[config.mk]
export PLATFORM = sky130hd
export DESIGN_NAME = mux_bus_seq
export DESIGN_NICKNAME = d
export VERILOG_FILES = /design/src/rtl/mbs_pkg.sv /design/src/rtl/mbs_fsm.sv /design/src/rtl/mbs_path.sv /design/src/rtl/mux_bus_seq.sv
export SDC_FILE = /design/constraint.sdc
export NUM_CORES = 1
export LEC_CHECK = 0
export ABC_CLOCK_PERIOD_IN_PS = 2400
export BUFFER_PORTS_ARGS = -buffer_cell sky130_fd_sc_hd__buf_2
export CORE_ASPECT_RATIO = 0.6
export CORE_MARGIN = 4
export CORE_UTILIZATION = 48
export DETAILED_ROUTE_END_ITERATION = 10
export GPL_TIMING_DRIVEN = 0
export PLACE_DENSITY = 0.87
export SLEW_MARGIN = 5
export SYNTH_ARGS = -nofsm -noshare
export SYNTH_HDL_FRONTEND = slang
export SYNTH_HIERARCHICAL = 1
export SYNTH_SLANG_ARGS = --single-unit
[constraint.sdc]
create_clock -name clk -period 2.4 [get_ports clk]
set_clock_uncertainty 0.1 [all_clocks]
set_input_delay 0.12 -clock clk [delete_from_list [all_inputs] [get_ports clk]]
set_output_delay 0.12 -clock clk [all_outputs]
set_load 0.02 [all_outputs]
[src/rtl/mbs_pkg.sv]
package mbs_pkg;

    typedef enum logic [2:0] {
        S_IDLE = 3'd0,
        S_T1   = 3'd1,
        S_T2   = 3'd2,
        S_T3   = 3'd3,
        S_TW   = 3'd4,
        S_T4   = 3'd5,
        S_HOLD = 3'd6
    } bus_state_t;

endpackage

[src/rtl/mbs_fsm.sv]
module mbs_fsm
    import mbs_pkg::*;
(
    input  logic clk,
    input  logic rst,
    input  logic req_valid,
    input  logic hold,
    input  logic ready,
    input  logic cyc_write,
    output logic accept,
    output logic cap_rd,
    output logic in_t1,
    output logic data_ph,
    output logic in_cyc,
    output logic ale,
    output logic rd_n,
    output logic wr_n,
    output logic den_n,
    output logic done,
    output logic hlda,
    output logic ctl_oe
);

    bus_state_t state, nxt;
    logic strobe_ph;

    // State register
    always_ff @(posedge clk) begin
        if (rst) state <= S_IDLE;
        else     state <= nxt;
    end

    // Next-state logic
    always_comb begin
        nxt = state;
        unique case (state)
            S_IDLE: begin
                if (hold)           nxt = S_HOLD;
                else if (req_valid) nxt = S_T1;
                else                nxt = S_IDLE;
            end
            S_T1:   nxt = S_T2;
            S_T2:   nxt = S_T3;
            S_T3:   nxt = ready ? S_T4 : S_TW;
            S_TW:   nxt = ready ? S_T4 : S_TW;
            S_T4:   nxt = S_IDLE;
            S_HOLD: nxt = hold ? S_HOLD : S_IDLE;
            default: nxt = S_IDLE;
        endcase
    end

    // Output decode
    always_comb begin
        in_t1     = (state == S_T1);
        strobe_ph = (state == S_T2) || (state == S_T3) || (state == S_TW);
        data_ph   = strobe_ph || (state == S_T4);
        in_cyc    = in_t1 || data_ph;
        accept    = !rst && (state == S_IDLE) && !hold && req_valid;
        cap_rd    = ((state == S_T3) || (state == S_TW)) && ready && !cyc_write;
        ale       = in_t1;
        rd_n      = !(strobe_ph && !cyc_write);
        wr_n      = !(strobe_ph && cyc_write);
        den_n     = !(strobe_ph || ((state == S_T4) && cyc_write));
        done      = (state == S_T4);
        hlda      = (state == S_HOLD);
        ctl_oe    = (state != S_HOLD);
    end

endmodule

[src/rtl/mbs_path.sv]
module mbs_path #(
    parameter int ADDR_W = 20,
    parameter int DATA_W = 16,
    localparam int STAT_W = ADDR_W - DATA_W
) (
    input  logic              clk,
    input  logic              rst,
    input  logic              accept,
    input  logic              cap_rd,
    input  logic              in_t1,
    input  logic              data_ph,
    input  logic              in_cyc,
    input  logic [ADDR_W-1:0] req_addr,
    input  logic [DATA_W-1:0] req_wdata,
    input  logic              req_write,
    input  logic              req_mem,
    input  logic              req_upper,
    input  logic [STAT_W-1:0] req_status,
    input  logic [DATA_W-1:0] ad_in,
    output logic              cyc_write,
    output logic [DATA_W-1:0] rd_data,
    output logic [DATA_W-1:0] ad_out,
    output logic              ad_oe,
    output logic [STAT_W-1:0] ahs_out,
    output logic              bhe_n,
    output logic              mio,
    output logic              dtr
);

    logic [ADDR_W-1:0] cyc_addr;
    logic [DATA_W-1:0] cyc_wdata;
    logic [STAT_W-1:0] cyc_status;
    logic              cyc_mem;
    logic              cyc_upper;

    // Capture the request at acceptance and the read data at strobe end
    always_ff @(posedge clk) begin
        if (rst) begin
            cyc_addr   <= '0;
            cyc_wdata  <= '0;
            cyc_status <= '0;
            cyc_write  <= 1'b0;
            cyc_mem    <= 1'b0;
            cyc_upper  <= 1'b0;
            rd_data    <= '0;
        end else begin
            if (accept) begin
                cyc_addr   <= req_addr;
                cyc_wdata  <= req_wdata;
                cyc_status <= req_status;
                cyc_write  <= req_write;
                cyc_mem    <= req_mem;
                cyc_upper  <= req_upper;
            end
            if (cap_rd) rd_data <= ad_in;
        end
    end

    // Pin multiplexing
    always_comb begin
        ad_out  = in_t1 ? cyc_addr[DATA_W-1:0] : cyc_wdata;
        ad_oe   = in_t1 || (data_ph && cyc_write);
        ahs_out = in_t1 ? cyc_addr[ADDR_W-1:DATA_W] : cyc_status;
        bhe_n   = in_t1 ? !cyc_upper : !data_ph;
        mio     = in_cyc && cyc_mem;
        dtr     = in_cyc && cyc_write;
    end

endmodule

[src/rtl/mux_bus_seq.sv]
module mux_bus_seq #(
    parameter int ADDR_W = 20,
    parameter int DATA_W = 16,
    localparam int STAT_W = ADDR_W - DATA_W
) (
    input  logic              clk,
    input  logic              rst,
    input  logic              req_valid,
    input  logic [ADDR_W-1:0] req_addr,
    input  logic [DATA_W-1:0] req_wdata,
    input  logic              req_write,
    input  logic              req_mem,
    input  logic              req_upper,
    input  logic [STAT_W-1:0] req_status,
    output logic              done,
    output logic [DATA_W-1:0] rd_data,
    output logic [DATA_W-1:0] ad_out,
    output logic              ad_oe,
    input  logic [DATA_W-1:0] ad_in,
    output logic [STAT_W-1:0] ahs_out,
    output logic              bhe_n,
    output logic              ale,
    output logic              rd_n,
    output logic              wr_n,
    output logic              mio,
    output logic              den_n,
    output logic              dtr,
    output logic              ctl_oe,
    input  logic              ready,
    input  logic              hold,
    output logic              hlda
);

    logic accept, cap_rd, in_t1, data_ph, in_cyc, cyc_write;

    mbs_fsm u_fsm (
        .clk       (clk),
        .rst       (rst),
        .req_valid (req_valid),
        .hold      (hold),
        .ready     (ready),
        .cyc_write (cyc_write),
        .accept    (accept),
        .cap_rd    (cap_rd),
        .in_t1     (in_t1),
        .data_ph   (data_ph),
        .in_cyc    (in_cyc),
        .ale       (ale),
        .rd_n      (rd_n),
        .wr_n      (wr_n),
        .den_n     (den_n),
        .done      (done),
        .hlda      (hlda),
        .ctl_oe    (ctl_oe)
    );

    mbs_path #(.ADDR_W(ADDR_W), .DATA_W(DATA_W)) u_path (
        .clk        (clk),
        .rst        (rst),
        .accept     (accept),
        .cap_rd     (cap_rd),
        .in_t1      (in_t1),
        .data_ph    (data_ph),
        .in_cyc     (in_cyc),
        .req_addr   (req_addr),
        .req_wdata  (req_wdata),
        .req_write  (req_write),
        .req_mem    (req_mem),
        .req_upper  (req_upper),
        .req_status (req_status),
        .ad_in      (ad_in),
        .cyc_write  (cyc_write),
        .rd_data    (rd_data),
        .ad_out     (ad_out),
        .ad_oe      (ad_oe),
        .ahs_out    (ahs_out),
        .bhe_n      (bhe_n),
        .mio        (mio),
        .dtr        (dtr)
    );

endmodule

==> reports/qor.yml <==
synth:
  mappedNetlistArea_sq_mm: 0.00271
  yosysMostFrequentCell: "dfxtp_1"
  async_flop_share_pct: 0
  synth_fp_nets: 322
  synth_common_cells: "dfxtp_1, nor2_1, mux2i_1, mux2_2, a21oi_1"
  synth_top_cell_area_share_pct: 45.8
  synth_seq_cells: 62
  syn_inst: 258
  synth_cell_types: 32
  yosys_warnings: 6
  ys.flop_type: "dfxtp_1"
  yosysSeqAreaShare_pct: 45.8
  synth-edff-count: 0
  synthTopCellsByArea: "dfxtp_1, mux2i_1, nor2_1"
  yosysTopAreaCell: "dfxtp_1"
  syn_avg_cell_area_sq_um: 10.5
placement:
  port_buffers: 110
  post-dp-hpwl_mm: 4.89
  place_congestion: 0.788
  place_ws_ns: 0.417
  dp_cells: 434
clocking:
  cts.sinks: 62
  cts_made_buffers: 9
  cts.clk_slew.worst_paths_ns: 0.06
  post-cts-setup-buffer-count: 0
  clock_latency_ns: 0.33
  cts_tree: "built"
  cts_buffer_depth: 2
  htree_levels: 3
  cts_root_buf: "clkbuf_8"
timing:
  grt_setup_unrepaired: "no"
  period_share_pct: 92.8
  final-setup-viol-count: 0
  slew_headroom_pct: 61.8
  maxSlewViolCount: 0
  fmax_ghz: 0.449
  fin_crit_ns: 2.23
  hold_violations: 0
  tightest_slew_ns: 0.573
  fin_setup_tns_ns: 0
  setup_ws_ns: 0.174
power_and_ir_drop:
  powerDensity_mw_per_mm2: 604
  finalPower_w: 0.00251
  p_leak_nw: 1.86
  power_frac_comb_pct: 22.3
  sw_frac_of_total_pct: 27.7
  pwr-share-clk_pct: 33.8
  ir_drop_v: 0.000465
  p_sw_w: 0.000695
  p_int_w: 0.00182
  seq_power_share_pct: 43.8
floorplanning:
  placementRows: 20
  die_w_microns: 105
  die_area_sq_mm: 0.00695
  io_pins: 111
  die_y_microns: 66.2
  fp.coreArea_sq_mm: 0.00526
  start_util_pct: 51.6
worst_setup_path:
  crit_slowest_cell: "mux2_2"
  cp-end-kind: "output pin"
  start_kind: "register"
  path_buf_inv: 4
  cp.required_ns: 2.18
  cp_top_family: "buffers and inverters"
  max_stage_delay_ns: 0.36
  crit_top_cell: "buf_4"
  crit_type: "reg2out"
  cp_cell_sequence: "clkbuf_1 > nor3_2 > buf_4 > buf_4 > mux2_2 > buf_2"
  crit_fanout: 10
  crit_arrival_ns: 2.01
grt:
  overflow: 0
  grt_max_degree: 11
  grt_pass1_vias: 2731
  grt_first_pass_wirelength_mm: 13.0
  grt_use_total_pct: 24.1
  antenna_found_initial: 0
run:
  drv_cap: 0
routing:
  dr_wl_met3_microns: 497
  post_drt_wl_per_cell_microns: 15.5
  met2_length_mm: 4.01
  wirelength_mm: 7.94
  firstDrtPassIters: 5
  first_iter_violations: 121
  viasPerCell: 4.91
  highest_layer: "met4"
  vias: 2514
  met1_length_mm: 3.39
  drc: 0
  drtAntennaViolNets: 0
hold_path:
  hp-class: "in2reg"
finish:
  area_growth_pct: 53.3
  final_net_count: 505
  drive_above_1_share_pct: 37.0
  n_antenna_cell: 0
  fin_cells: 512
  final_util_pct: 79.1
outcome:
  status: "complete, no violations"
==> power by group through the flow <==
stage / sequential [W] / clock (W) / combinational (W)
after floorplan: 0.00114 / 0 / 0.000303
after global placement: 0.00112 / 0 / 0.000460
after detailed placement: 0.00112 / 0 / 0.000471
after CTS: 0.00110 / 0.000867 / 0.000551
after global routing: 0.00111 / 0.000920 / 0.000605
final: 0.00110 / 0.000849 / 0.000561
==> tightest hold or removal path, cell delays in order <==
cell and delay (ns):
buf_2 0.12, nand2b_1 0.07, a21oi_1 0.06, buf_6 0.15, mux2i_1 0.12, nor2_1 0.07
==> logic make-up after synthesis <==
kind of cell    Yosys count  synth area share (%)
simple gates             81                  12.8
compound gates           11                  2.40
buf+inv                  23                  8.13
flops                    62                  45.8
fa+ha+maj                 1                 0.369
mux                      80                  30.5
==> flip-flops by register name, indices dropped and copies added, names as in the netlist <==
| register | flops |
|---|---|
| u_path/cyc_status | 4 |
| u_path/cyc_upper | 1 |
| u_path/cyc_mem | 1 |
| u_path/rd_data | 16 |
| u_path/cyc_addr | 20 |
| u_fsm/state | 3 |
| u_path/cyc_write | 1 |
| u_path/cyc_wdata | 16 |
==> layout by cell type (no fill, tap or decap), drive strengths merged, types with 2 or more instances in the layout <==
master,synthesis,layout
nor2,61,61
or2,3,3
mux2,20,20
dlygate4sd3,0,62
mux2i,60,60
nor3,2,2
dfxtp,62,62
nand2b,2,2
and2,3,3
clkinv,0,2
clkbuf,5,18
nor2b,2,2
nand2,3,3
inv,3,3
buf,15,125
a21oi,6,6
==> worst paths after layout <==
| check | startpoint | endpoint | slack (ns) | depth (start not counted) |
|---|---|---|---|---|
| setup reg to reg | u_fsm/state[0] | u_path/cyc_wdata[4] | 0.42 | 7 |
| hold reg to reg | u_path/rd_data[8] | u_path/rd_data[8] | 0.39 | 2 |
| hold / removal | ready | u_path/rd_data[8] | 0.31 | 6 |
| setup / recovery | u_fsm/state[2] | ad_out[14] | 0.17 | 6 |
==> cell type report <==
class,count,area (sq um)
Tap cell,66,82.6
Buffer,20,209
Fill cell,354,1100
Clock inverter,3,17.5
Sequential cell,62,1240
Inverter,3,11.3
Multi-Input combinational cell,173,1250
Clock buffer,13,169
Timing Repair Buffer,172,1170
==> metrics by stage <==
step	hold slack, ns	cell area (sq um)
final	0.312	4160
after global routing	0.326	4160
after CTS	0.294	4150
after detailed placement	0.260	3340
after global placement	0.251	3340
after floorplan	0.0894	2710
==> layer usage <==
metal | up-vias | track usage, %
li1 | 1233 | -
met2 | 91 | 44.0
met3 | 6 | 8.00
met1 | 1184 | 27.0
met4 | 0 | 7.36
met5 | - | 0
==> repair_timing <==
action	CTS	global route
hold buffers	62	0
endpoints found under the hold margin	62	0
gates resized for setup	0	1
endpoints found under the setup margin	0	8
Note: power is estimated with default switching activity, not from simulation.
